### config.mk
export PLATFORM = sky130hd
export DESIGN_NAME = rng_crc_interlock
export DESIGN_NICKNAME = d
export VERILOG_FILES = /design/src/rtl/rci_pkg.sv /design/src/rtl/rci_ctl_regs.sv /design/src/rtl/rci_crc_accum.sv /design/src/rtl/rci_interlock.sv /design/src/rtl/rng_crc_interlock.sv
export SDC_FILE = /design/constraint.sdc
export NUM_CORES = 1
export LEC_CHECK = 0
export BUFFER_PORTS_ARGS = -buffer_cell sky130_fd_sc_hd__buf_2
export CAP_MARGIN = 20
export CORE_MARGIN = 10
export CORE_UTILIZATION = 45
export DETAILED_ROUTE_END_ITERATION = 10
export GPL_TIMING_DRIVEN = 0
export MAX_ROUTING_LAYER = met4
export PLACE_DENSITY_LB_ADDON = 0.05
export SYNTH_ARGS = -nofsm -noshare
export SYNTH_HDL_FRONTEND = slang
export SYNTH_SLANG_ARGS = --single-unit
### constraint.sdc
create_clock -name clk_i -period 2.6 [get_ports clk_i]
set_input_delay 0.26 -clock clk_i [delete_from_list [all_inputs] [get_ports clk_i]]
set_output_delay 0.26 -clock clk_i [all_outputs]
set_load 0.01 [all_outputs]
### src/rtl/rci_pkg.sv
`timescale 1ns/1ps
package rci_pkg;
  localparam int CRC_W = 64;
  localparam logic [CRC_W-1:0] CRC_POLY = 64'h231D_CEE9_1262_B8A3;

  typedef enum logic [1:0] {
    OSEL_NORM  = 2'd0,
    OSEL_ALT   = 2'd1,
    OSEL_QUIET = 2'd2,
    OSEL_RSVD  = 2'd3
  } osel_e;
endpackage

### src/rtl/rci_ctl_regs.sv
`timescale 1ns/1ps
module rci_ctl_regs
  import rci_pkg::*;
#(
  parameter int NSRC   = 3,
  parameter int VCO_W  = 2,
  parameter int WAIT_W = 16,
  localparam int MODE_BIT = NSRC,
  localparam int OSEL_LSB = NSRC + 1,
  localparam int VCO_LSB  = NSRC + 3,
  localparam int WAIT_LSB = NSRC + 3 + VCO_W,
  localparam int CTL_W    = WAIT_LSB + WAIT_W
) (
  input  logic                    clk_i,
  input  logic                    rst_ni,
  input  logic                    we_i,
  input  logic [CTL_W-1:0]        wdata_i,
  output logic [NSRC-1:0]         en_o,
  output logic                    mode_o,
  output osel_e                   osel_o,
  output logic [WAIT_W-1:0]       wait_o,
  output logic [NSRC*VCO_W-1:0]   vco_o
);
  logic [CTL_W-1:0] ctl_q;
  logic [NSRC-1:0]  wr_en;
  logic             single_src;

  always_ff @(posedge clk_i or negedge rst_ni) begin
    if (!rst_ni)   ctl_q <= '0;
    else if (we_i) ctl_q <= wdata_i;
  end

  assign wr_en      = wdata_i[NSRC-1:0];
  // exactly one enable set selects the source whose VCO is programmed
  assign single_src = (wr_en != '0) && ((wr_en & (wr_en - 1'b1)) == '0);

  for (genvar k = 0; k < NSRC; k++) begin : g_vco
    always_ff @(posedge clk_i or negedge rst_ni) begin
      if (!rst_ni)
        vco_o[k*VCO_W +: VCO_W] <= '0;
      else if (we_i && single_src && wr_en[k])
        vco_o[k*VCO_W +: VCO_W] <= wdata_i[VCO_LSB +: VCO_W];
    end
  end

  assign en_o   = ctl_q[NSRC-1:0];
  assign mode_o = ctl_q[MODE_BIT];
  assign osel_o = osel_e'(ctl_q[OSEL_LSB +: 2]);
  assign wait_o = ctl_q[WAIT_LSB +: WAIT_W];
endmodule

### src/rtl/rci_crc_accum.sv
`timescale 1ns/1ps
module rci_crc_accum
  import rci_pkg::*;
#(
  parameter int NSRC = 3
) (
  input  logic              clk_i,
  input  logic              rst_ni,
  input  logic [NSRC-1:0]   src_i,
  input  logic [NSRC-1:0]   en_i,
  output logic [CRC_W-1:0]  crc_o
);
  logic [NSRC-1:0]  gated;
  logic             feed;
  logic             fb;
  logic [CRC_W-1:0] crc_d;

  for (genvar k = 0; k < NSRC; k++) begin : g_gate
    assign gated[k] = src_i[k] & en_i[k];
  end

  assign feed  = ^gated;
  assign fb    = crc_o[CRC_W-1] ^ feed;
  assign crc_d = {crc_o[CRC_W-2:0], 1'b0} ^ (fb ? CRC_POLY : '0);

  always_ff @(posedge clk_i or negedge rst_ni) begin
    if (!rst_ni) crc_o <= '0;
    else         crc_o <= crc_d;
  end
endmodule

### src/rtl/rci_interlock.sv
`timescale 1ns/1ps
module rci_interlock #(
  parameter int WAIT_W = 16
) (
  input  logic              clk_i,
  input  logic              rst_ni,
  input  logic              accept_i,
  input  logic              mode_i,
  input  logic [WAIT_W-1:0] wait_i,
  output logic              ready_o
);
  logic [WAIT_W-1:0] cnt_q;

  always_ff @(posedge clk_i or negedge rst_ni) begin
    if (!rst_ni)            cnt_q <= '0;
    else if (accept_i)      cnt_q <= wait_i;
    else if (cnt_q != '0)   cnt_q <= cnt_q - 1'b1;
  end

  assign ready_o = !mode_i || (cnt_q == '0);
endmodule

### src/rtl/rng_crc_interlock.sv
`timescale 1ns/1ps
module rng_crc_interlock
  import rci_pkg::*;
#(
  parameter int NSRC   = 3,
  parameter int VCO_W  = 2,
  parameter int WAIT_W = 16,
  localparam int CTL_W = NSRC + 3 + VCO_W + WAIT_W
) (
  input  logic                  clk_i,
  input  logic                  rst_ni,
  input  logic [NSRC-1:0]       src_i,
  input  logic                  ctl_we_i,
  input  logic [CTL_W-1:0]      ctl_wdata_i,
  input  logic                  rd_valid_i,
  output logic                  rd_ready_o,
  output logic [CRC_W-1:0]      rd_data_o,
  output logic [NSRC*VCO_W-1:0] vco_sel_o
);
  logic [NSRC-1:0]   src_en;
  logic              ilk_mode;
  osel_e             out_sel;
  logic [WAIT_W-1:0] wait_val;
  logic [CRC_W-1:0]  crc_q;
  logic              rd_accept;

  rci_ctl_regs #(.NSRC(NSRC), .VCO_W(VCO_W), .WAIT_W(WAIT_W)) u_ctl (
    .clk_i  (clk_i),
    .rst_ni (rst_ni),
    .we_i   (ctl_we_i),
    .wdata_i(ctl_wdata_i),
    .en_o   (src_en),
    .mode_o (ilk_mode),
    .osel_o (out_sel),
    .wait_o (wait_val),
    .vco_o  (vco_sel_o)
  );

  rci_crc_accum #(.NSRC(NSRC)) u_crc (
    .clk_i (clk_i),
    .rst_ni(rst_ni),
    .src_i (src_i),
    .en_i  (src_en),
    .crc_o (crc_q)
  );

  assign rd_accept = rd_valid_i && rd_ready_o;

  rci_interlock #(.WAIT_W(WAIT_W)) u_ilk (
    .clk_i   (clk_i),
    .rst_ni  (rst_ni),
    .accept_i(rd_accept),
    .mode_i  (ilk_mode),
    .wait_i  (wait_val),
    .ready_o (rd_ready_o)
  );

  assign rd_data_o = (out_sel == OSEL_QUIET) ? '0 : crc_q;
endmodule

==> impl_metrics.toml <==
[run]
drv_cap = 0

[hold_path]
hold_class = "input pin to flip-flop"

[power]
p_leak_nw = 2.43
vdd_drop_max_uv = 634
power.density_nw_per_um2 = 1110

[logic_synthesis]
postSynth.asyncResetShare_pct = 100
synth_seq_area_share_pct = 61.5
synthesis.area_um2 = 4390
synth_enable_flop_cells = 0
synth_ff_type = "dfrtp_1"
synth_area_per_cell_um2 = 12.7
synth_cell_types = 38
synth_seq_cells = 108
synth_nets = 378
netlist_instances = 346
yosysWarningCount = 0

[clock_network]
cts_tree = "built"
clock_latency_ns = 0.39
htreeDepth = 3
root_buffer = "clkbuf_8"
cts_setup_buffers = 0
cts_sinks = 108
clock_path_buffers = 2
clkSlewWorstSetupHoldPaths_ns = 0.10
cts_buffers = 9

[placement]
place_area_um2 = 5090
dpl.hpwl_mm = 6.77
numPortBuffers = 100
dpl.cell_count = 580
gp_congestion = 0.772

[die]
rows = 36
core_area_um2 = 9640
die_w_um = 119
start_util_pct = 45.6
die-area_um2 = 14100
die_height_um = 119
io_pins = 102

[layout]
final_cell_mix = "dfrtp_1 (108), buf_2 (103), and2_1 (64), xor2_1 (35), mux2_2 (27)"
drive_gt1_share_pct = 33.4
final_common_cell = "dfrtp_1"
stdcell_count = 598
nNetsFinal = 491
fin_area_um2 = 5330
fillCellCount = 901
syn_to_final_growth_pct = 21.3

[setup_path]
worstPathRequired_ns = 2.34
end_kind = "primary output"
path_class = "flip-flop to primary output"
max_stage_delay_ns = 0.43
path_max_fanout = 7
cpMaxStageDelayCell = "dfrtp_1"
start_kind = "flip-flop"
crit_arrival_ns = 2.06
path_cells = "inv_1, ha_1, nor3b_4, nand4_2, o21ai_1, buf_2"

[sta]
final-setup-viol-count = 0
slew_headroom_pct = 56.1
final_max_slew_viol_count = 0
period_share_pct = 89.3
rsz0062_at_grt = "no"
hold_viol = 0
clock_skew_ns = 0.0169
tightestPinTransition_ns = 0.658
clock.fmax_mhz = 431
setup_tns_ns = 0
period_needed_ns = 2.32

[routing]
dr.first_iter.drc_count = 92
viasPerCell = 4.68
routed_wl_mm = 9.34
drtPass1Iterations = 4
via_count = 2797
detail-route-antenna-nets = 0
route.detailed.drc = 0
wl_per_cell_um = 15.6

[global_route]
grt_max_degree = 59
grt_pass1_vias = 3092
antenna_found_initial = 1
track_usage_pct = 14.6
overflow = 0
grt_pass1_wl_mm = 16.1

[status]
status = "completed"
[registers in the layout, indices dropped and copies added (netlist names)]
signal and count:
u_ilk.cnt_q 16, u_ctl.ctl_q 22, u_crc.crc_o 64, u_ctl.vco_o 6
[per-stage QoR]
stage | power, mW | setup WS (ns) | hold slack, ns | util (%)
after floorplan | 4.01 | 0.697 | -0.0356 | -
after global placement | 4.81 | 0.0101 | 0.349 | 52.5
after detailed placement | 4.85 | 0.466 | 0.345 | 52.8
after CTS | 6.04 | 0.254 | 0.0723 | 55.3
after global routing | 6.41 | 0.0772 | 0.0721 | 55.3
final | 5.92 | 0.278 | 0.0902 | 55.3
[critical path: cells and delay by family (launching register included)]
family	cells	cell delay, ns
AO/OA/AOI/OAI	1	0.24
buffers and inverters	2	0.25
AND/OR/NAND/NOR	2	0.57
flip-flops	1	0.43
adder cells (fa/ha/maj)	1	0.18
[power breakdown]
group          internal [mW]  switching (mW)  total (mW)
Sequential              2.36           0.439        2.80
Clock                  0.598           0.551        1.15
Combinational          0.950            1.03        1.98
Total                   3.91            2.02        5.92
[cell type report]
cell class	count	area (um2)	share of cell area, %
antenna	1	2.50	0.0469
buffer	14	57.6	1.08
clock buffer	13	159	2.98
clock inverter	3	68.8	1.29
inverter	4	15.0	0.282
multi-input combinational	220	1620	30.4
sequential	108	2700	50.7
tap	133	166	3.12
timing repair buffer	102	541	10.1
[per-layer routing]
metal	routed length (um)	up-vias	GRT usage, %
met5	0	-	-
met4	175	0	5.80
met3	539	13	5.62
met2	4470	68	21.9
met1	4150	1340	17.5
li1	-	1376	-
[kinds of logic after synthesis]
| kind of cell | share of synthesized area (%) |
|---|---|
| XOR/XNOR | 8.57 |
| buffers and inverters | 1.65 |
| multiplexers | 7.15 |
| AO/OA/AOI/OAI | 3.82 |
| flip-flops | 61.5 |
| AND/OR/NAND/NOR | 17.0 |
| adder cells (fa/ha/maj) | 0.285 |
[what timing repair did]
item / in CTS / in global routing
resized for setup: 0 / 0
hold buffers: 1 / 0
endpoints found under the hold margin: 50 / 0
[worst paths after layout]
path,from,end,slack [ns],depth (start not counted)
min in group asynchronous,rst_ni,u_ctl.ctl_q[18],0.44,2
worst min register to register,u_crc.crc_o[61],u_crc.crc_o[62],0.37,0
worst max register to register,u_ilk.cnt_q[0],u_ilk.cnt_q[5],0.47,7
worst max-delay path,u_ilk.cnt_q[0],rd_ready_o,0.28,6
max in group asynchronous,rst_ni,u_crc.crc_o[15],1.45,3
worst min-delay path,ctl_wdata_i[22],u_ctl.ctl_q[22],0.09,2
[cell usage after synthesis, drive strengths merged (5+ instances only)]
cell type	n	area share [%]
xor2	35	7.0
nor3	5	0.80
clkbuf	10	0.85
and2	64	9.1
xnor2	8	1.6
nor2	20	1.8
o21ai	9	1.1
dfrtp	108	62
nand2	13	1.2
mux2	27	6.9
a211oi	7	1.2
No activity file was read; power rests on OpenSTA's default activity.
